### config.mk
export PLATFORM = sky130hd
export DESIGN_NAME = lat_timer
export DESIGN_NICKNAME = d
export VERILOG_FILES = /design/src/rtl/lat_timer_pkg.sv /design/src/rtl/lt_cfg_reg.sv /design/src/rtl/lt_counter.sv /design/src/rtl/lt_stop.sv /design/src/rtl/lat_timer.sv
export SDC_FILE = /design/constraint.sdc
export NUM_CORES = 1
export LEC_CHECK = 0
export BUFFER_PORTS_ARGS = -buffer_cell sky130_fd_sc_hd__buf_2
export CORE_MARGIN = 2
export CORE_UTILIZATION = 49
export DETAILED_ROUTE_END_ITERATION = 8
export GPL_TIMING_DRIVEN = 0
export HOLD_SLACK_MARGIN = 0.05
export PLACE_DENSITY = 0.74
export SYNTH_ARGS = -nofsm -noshare
export SYNTH_HDL_FRONTEND = slang
export SYNTH_SLANG_ARGS = --single-unit
### constraint.sdc
create_clock -name clk -period 1.6 [get_ports clk]
set_input_delay 0.16 -clock clk [delete_from_list [all_inputs] [get_ports clk]]
set_output_delay 0.16 -clock clk [all_outputs]
set_load 0.01 [all_outputs]
### src/rtl/lat_timer_pkg.sv
package lat_timer_pkg;
  localparam int unsigned LT_W = 8;

  // Saturating increment of an elapsed-cycle count.
  function automatic logic [LT_W-1:0] sat_inc(input logic [LT_W-1:0] v);
    return (v == {LT_W{1'b1}}) ? v : v + 1'b1;
  endfunction

  // Expiry test: elapsed count has reached or passed the limit.
  function automatic logic is_expired(input logic [LT_W-1:0] cnt,
                                      input logic [LT_W-1:0] lim);
    return cnt >= lim;
  endfunction
endpackage

### src/rtl/lt_cfg_reg.sv
module lt_cfg_reg #(
  parameter int unsigned W = 8
) (
  input  logic         clk,
  input  logic         rst_n,
  input  logic         wr_en,
  input  logic [W-1:0] wr_data,
  input  logic         capture,
  output logic [W-1:0] cfg_q,
  output logic [W-1:0] limit_q
);
  always_ff @(posedge clk) begin
    if (!rst_n) begin
      cfg_q   <= '0;
      limit_q <= '0;
    end else begin
      if (capture) limit_q <= cfg_q;
      if (wr_en)   cfg_q   <= wr_data;
    end
  end

  a_r2_write_lands: assert property (@(posedge clk) disable iff (!rst_n)
    wr_en |=> cfg_q == $past(wr_data));
  a_r8_limit_frozen: assert property (@(posedge clk) disable iff (!rst_n)
    !capture |=> limit_q == $past(limit_q));
  a_r8_capture_old: assert property (@(posedge clk) disable iff (!rst_n)
    capture |=> limit_q == $past(cfg_q));
endmodule

### src/rtl/lt_counter.sv
module lt_counter
  import lat_timer_pkg::*;
(
  input  logic            clk,
  input  logic            rst_n,
  input  logic            start,
  input  logic            finish,
  output logic            active,
  output logic [LT_W-1:0] count
);
  always_ff @(posedge clk) begin
    if (!rst_n) begin
      active <= 1'b0;
      count  <= '0;
    end else if (start) begin
      active <= 1'b1;
      count  <= '0;
    end else if (active && finish) begin
      active <= 1'b0;
      count  <= '0;
    end else if (active) begin
      count  <= sat_inc(count);
    end
  end

  a_r3_start_zero: assert property (@(posedge clk) disable iff (!rst_n)
    start |=> active && count == '0);
  a_r3_count_grows: assert property (@(posedge clk) disable iff (!rst_n)
    active && !start && !finish |=> active && count >= $past(count));
  a_r7_idle_zero: assert property (@(posedge clk) disable iff (!rst_n)
    !active |-> count == '0);
endmodule

### src/rtl/lt_stop.sv
module lt_stop
  import lat_timer_pkg::*;
(
  input  logic            clk,
  input  logic            rst_n,
  input  logic            active,
  input  logic [LT_W-1:0] count,
  input  logic [LT_W-1:0] limit,
  input  logic            phase_done,
  output logic            stop_req,
  output logic            cut_evt
);
  always_comb begin
    stop_req = active && is_expired(count, limit);
    cut_evt  = stop_req && phase_done;
  end

  a_r5_zero_limit: assert property (@(posedge clk) disable iff (!rst_n)
    active && limit == '0 |-> stop_req);
  a_r6_idle_quiet: assert property (@(posedge clk) disable iff (!rst_n)
    !active |-> !stop_req);
endmodule

### src/rtl/lat_timer.sv
module lat_timer
  import lat_timer_pkg::*;
(
  input  logic            clk,
  input  logic            rst_n,
  input  logic            wr_en,
  input  logic [LT_W-1:0] wr_data,
  input  logic            frame_start,
  input  logic            phase_done,
  input  logic            xfer_done,
  output logic [LT_W-1:0] rd_data,
  output logic            stop_req
);
  logic            active;
  logic [LT_W-1:0] count;
  logic [LT_W-1:0] limit_q;
  logic            cut_evt;
  logic            end_evt;

  assign end_evt = xfer_done || cut_evt;

  lt_cfg_reg #(.W(LT_W)) u_cfg (
    .clk(clk), .rst_n(rst_n), .wr_en(wr_en), .wr_data(wr_data),
    .capture(frame_start), .cfg_q(rd_data), .limit_q(limit_q)
  );

  lt_counter u_cnt (
    .clk(clk), .rst_n(rst_n), .start(frame_start), .finish(end_evt),
    .active(active), .count(count)
  );

  lt_stop u_stop (
    .clk(clk), .rst_n(rst_n), .active(active), .count(count),
    .limit(limit_q), .phase_done(phase_done), .stop_req(stop_req),
    .cut_evt(cut_evt)
  );

  a_r6_stop_holds: assert property (@(posedge clk) disable iff (!rst_n)
    stop_req && !phase_done && !xfer_done && !frame_start |=> stop_req);
  a_r6_cut_ends: assert property (@(posedge clk) disable iff (!rst_n)
    stop_req && phase_done && !frame_start |=> !stop_req && !active);
  a_r7_done_ends: assert property (@(posedge clk) disable iff (!rst_n)
    active && xfer_done && !frame_start |=> !stop_req);
  a_r9_restart: assert property (@(posedge clk) disable iff (!rst_n)
    frame_start |=> active && count == '0);
endmodule

==> tab_implementation.tex <==
\begin{tabular}{lr}
\hline
Metric & Value \\
\hline
\multicolumn{2}{l}{\textbf{Placed design}} \\
\quad Placed wire-length estimate & 1970 µm \\
\quad Number of port buffers & 21 \\
\quad Post-placement cell count & 182 \\
\quad Placer's final routability congestion estimate & 0.754 \\
\multicolumn{2}{l}{\textbf{Worst setup path}} \\
\quad Type of destination of the critical path & output port \\
\quad Delay of the slowest critical-path stage & 0.36 ns \\
\quad Critical path arrival & 1.78 ns \\
\quad Critical Path Slowest Stage Cell & dfxtp\_2 \\
\quad Critical path class & register to output port \\
\quad Largest delay share family, worst path & compound AO/OA/AOI/OAI gates \\
\quad CP Data Required Time & 1.44 ns \\
\quad Maximum fanout encountered on the critical timing path & 2 \\
\quad List of cells traversed by the critical path & inv\_2 -> ha\_4 -> nand2b\_4 -> a2111oi\_4 -> o31ai\_2 -> and2\_1 -> buf\_2 \\
\quad Worst path buffer plus inverter count & 2 \\
\quad Type of element launching the critical path & register \\
\multicolumn{2}{l}{\textbf{Timing}} \\
\quad Minimum setup slack in the final design & -0.341 ns \\
\quad Final critical-path share of the clock period & 1.21 \\
\quad Clock Skews & 0.00398 ns \\
\quad Worst slew margin relative to its limit & 0.536 \\
\quad Final critical path time including I/O delays and setup & 1.94 ns \\
\quad Final setup violation count & 9 \\
\quad Fmax & 515 MHz \\
\quad Worst Max-Slew Pin Slew & 0.692 ns \\
\quad Unrepaired setup endpoints after global routing & yes \\
\quad Hold Violations, Final & 0 \\
\quad Pins over their slew limit & 0 \\
\multicolumn{2}{l}{\textbf{Synthesis}} \\
\quad Flip-flop and latch count after synthesis & 25 \\
\quad Synth Instances & 131 \\
\quad Mapped Nets & 154 \\
\quad Synth area leader & dfxtp\_1 \\
\quad Synthesized cell area & 1280 µm² \\
\quad Main synth FF type & dfxtp\_1 \\
\quad Most area-consuming cells after synthesis & dfxtp\_1 (39\%), mux2i\_1 (13\%), ha\_1 (8.8\%), nor2b\_1 (8.8\%), a21oi\_1 (4.3\%) \\
\quad Syn avg cell area & 9.74 µm² \\
\quad Fraction of synthesis flops using an asynchronous set or reset pin & 0 \\
\quad Syn. warnings & 0 \\
\quad Part of the Yosys area used for sequential elements & 0.392 \\
\quad Portion of synthesized cell area occupied by the leading cell type & 0.392 \\
\quad Number of enable-type register cells in the synthesized netlist & 0 \\
\quad Unique masters post-synth & 29 \\
\multicolumn{2}{l}{\textbf{Power}} \\
\quad Worst vdd ir & 0.609 mV \\
\quad P\_sw & 283 µW \\
\quad Proportion of power drawn by combinational gates & 0.156 \\
\quad Switching Share & 0.253 \\
\quad Clock share of power & 0.251 \\
\quad P\_int & 837 µW \\
\quad Sequential power share & 0.593 \\
\quad Total leakage power & 0.000664 µW \\
\quad Total Power Consumption & 1120 µW \\
\quad Pwr Density & 706 nW/µm² \\
\multicolumn{2}{l}{\textbf{Clock tree}} \\
\quad Root buffer cell & clkbuf\_4 \\
\quad \# H-tree levels & 1 \\
\quad Clock latency on the worst-skew pair & 0.32 ns \\
\quad CTS buffer count & 3 \\
\quad Clock tree from TritonCTS & built \\
\quad Clock transition at the registers of the reported paths & 0.13 ns \\
\quad Max Buffers Root-to-Sink & 2 \\
\quad Number of clock sinks & 25 \\
\multicolumn{2}{l}{\textbf{Route}} \\
\quad Remaining routing DRC violations & 0 \\
\quad Iteration-0 DRC count of the detailed router & 20 \\
\quad Via/cell ratio & 5.57 \\
\quad Routed vias & 1069 \\
\quad First-pass iteration count of the detailed router & 4 \\
\quad Detailed Route WL & 2720 µm \\
\quad Residual antenna-violating net count after detailed routing & 0 \\
\quad Routed len/inst & 14.2 µm \\
\multicolumn{2}{l}{\textbf{Die}} \\
\quad Core area & 2480 µm² \\
\quad IO Count & 23 \\
\quad Area enclosed by the die boundary & 3030 µm² \\
\quad Die height & 55.0 µm \\
\quad Initial Utilization & 0.515 \\
\quad Die Wd & 55.0 µm \\
\quad Std cell rows & 18 \\
\multicolumn{2}{l}{\textbf{Min path}} \\
\quad Class of the most critical hold timing path & primary input to register \\
\multicolumn{2}{l}{\textbf{Finish}} \\
\quad Total of fill cells in the finished design & 213 \\
\quad Register area & 510 µm² \\
\quad Layout overhead on the synthesized area & 24.3\% \\
\quad Finished Layout Cells & 192 \\
\quad Most frequent cells in the layout & buf\_2 (21), nor2b\_1 (18), mux2i\_1 (17), dfxtp\_1 (17), a21oi\_1 (11) \\
\quad Proportion of layout cells with a drive suffix above 1 & 0.315 \\
\quad Number of diodes & 0 \\
\quad Number of nets in the layout & 186 \\
\quad Leading cell type in the layout, fill and taps excluded & buf\_2 \\
\quad Area of the multi-input gates & 811 µm² \\
\multicolumn{2}{l}{\textbf{Run status}} \\
\quad Outcome & complete, but fails checks \\
\quad Failing checks & setup timing \\
\multicolumn{2}{l}{\textbf{Global route}} \\
\quad GR Util All Layers & 0.186 \\
\quad Aggregate global routing overflow & 0 \\
\quad Vias in the first global route & 969 \\
\quad Number of antenna violations at the first check in global routing & 0 \\
\quad Global-route wire length before repair & 4090 µm \\
\quad Pin count of the biggest net entering global routing & 14 \\
\multicolumn{2}{l}{\textbf{Job}} \\
\quad Number of maximum-capacitance violations & 0 \\
\hline
\end{tabular}
==> cells by family after synthesis <==
kind of cell	synth area share
flip-flops	0.392
adder cells (fa/ha/maj)	0.0882
buffers and inverters	0.0382
AND/OR/NAND/NOR	0.169
XOR/XNOR	0.0206
AO/OA/AOI/OAI	0.159
multiplexers	0.133
==> per-stage QoR <==
step                hold WS [ns]  setup WS (ns)  TNS, ns  instance area [µm²]   util
floorplan                  0.267        0.00386        0                 1290      -
global placement           0.365         -0.184    -1.23                 1430  0.578
detailed placement         0.379         -0.213    -1.81                 1430  0.578
CTS                       0.0843         -0.394    -2.37                 1530  0.619
global route              0.0944         -0.431    -3.59                 1590  0.640
finish                    0.0893         -0.341    -2.84                 1590  0.640
==> timing repair <==
item	4_1_cts	5_1_grt
hold buffers	1	0
hold endpoints to repair	1	0
setup buffers	4	1
setup endpoints to repair	10	10
pin swaps	4	4
gates resized for setup	8	9
==> metal layers <==
layer | up-vias | share of wire | track usage
li1 | 529 | - | -
met4 | 0 | 0.011 | 0.0610
met5 | - | 0 | 0
met3 | 3 | 0.032 | 0.0242
met1 | 513 | 0.45 | 0.234
met2 | 24 | 0.50 | 0.327
==> registers in the layout, indices dropped and copies added, names as in the netlist <==
name	count
u_cfg.limit_q	8
u_cfg.cfg_q	8
u_cnt.count	8
u_cnt.active	1
==> worst reg2reg max path: cells and delay by family (launching register included) <==
family	cells	cell delay (ns)
buffers and inverters	2	0.25
adders and majority gates	1	0.29
and+or+nand+nor	1	0.16
DFF	1	0.36
AOI/OAI and AO/OA	2	0.75
==> synth_stat cells (2+ instances only) <==
| cell type | instances |
|---|---|
| and4_1 | 2 |
| o21ai_0 | 5 |
| o31ai_1 | 2 |
| and2_1 | 3 |
| nand3_1 | 3 |
| nor2_1 | 2 |
| a31oi_1 | 2 |
| mux2i_1 | 17 |
| nand4_1 | 3 |
| xnor2_1 | 2 |
| ha_1 | 9 |
| inv_1 | 10 |
| dfxtp_1 | 25 |
| a21oi_1 | 11 |
| nor2b_1 | 18 |
| clkbuf_1 | 3 |
| a21o_1 | 2 |
==> cell type report <==
cell class,instances,area share
Multi-Input combinational cell,93,0.511
Sequential cell,25,0.322
Timing Repair Buffer,27,0.0962
Inverter,10,0.0237
Tap cell,30,0.0237
Clock buffer,4,0.0166
Buffer,3,0.00710
==> power groups by stage <==
stage	logic, µW	registers, µW	clock network (µW)
floorplan	89.7	678	0
finish	175	664	281
CTS	164	663	286
global route	191	667	314
detailed placement	143	677	0
global placement	136	675	0
==> final timing paths <==
path | start | end | slack, ns | cells past startpoint
worst max-delay path | u_cnt.count[0] | stop_req | -0.34 | 7
worst max register to register | u_cfg.limit_q[6] | u_cnt.count[3] | -0.32 | 6
worst min register to register | u_cfg.limit_q[7] | u_cfg.limit_q[7] | 0.53 | 2
worst min-delay path | wr_data[7] | u_cfg.cfg_q[7] | 0.09 | 3
No activity file was read; power rests on OpenSTA's default activity.
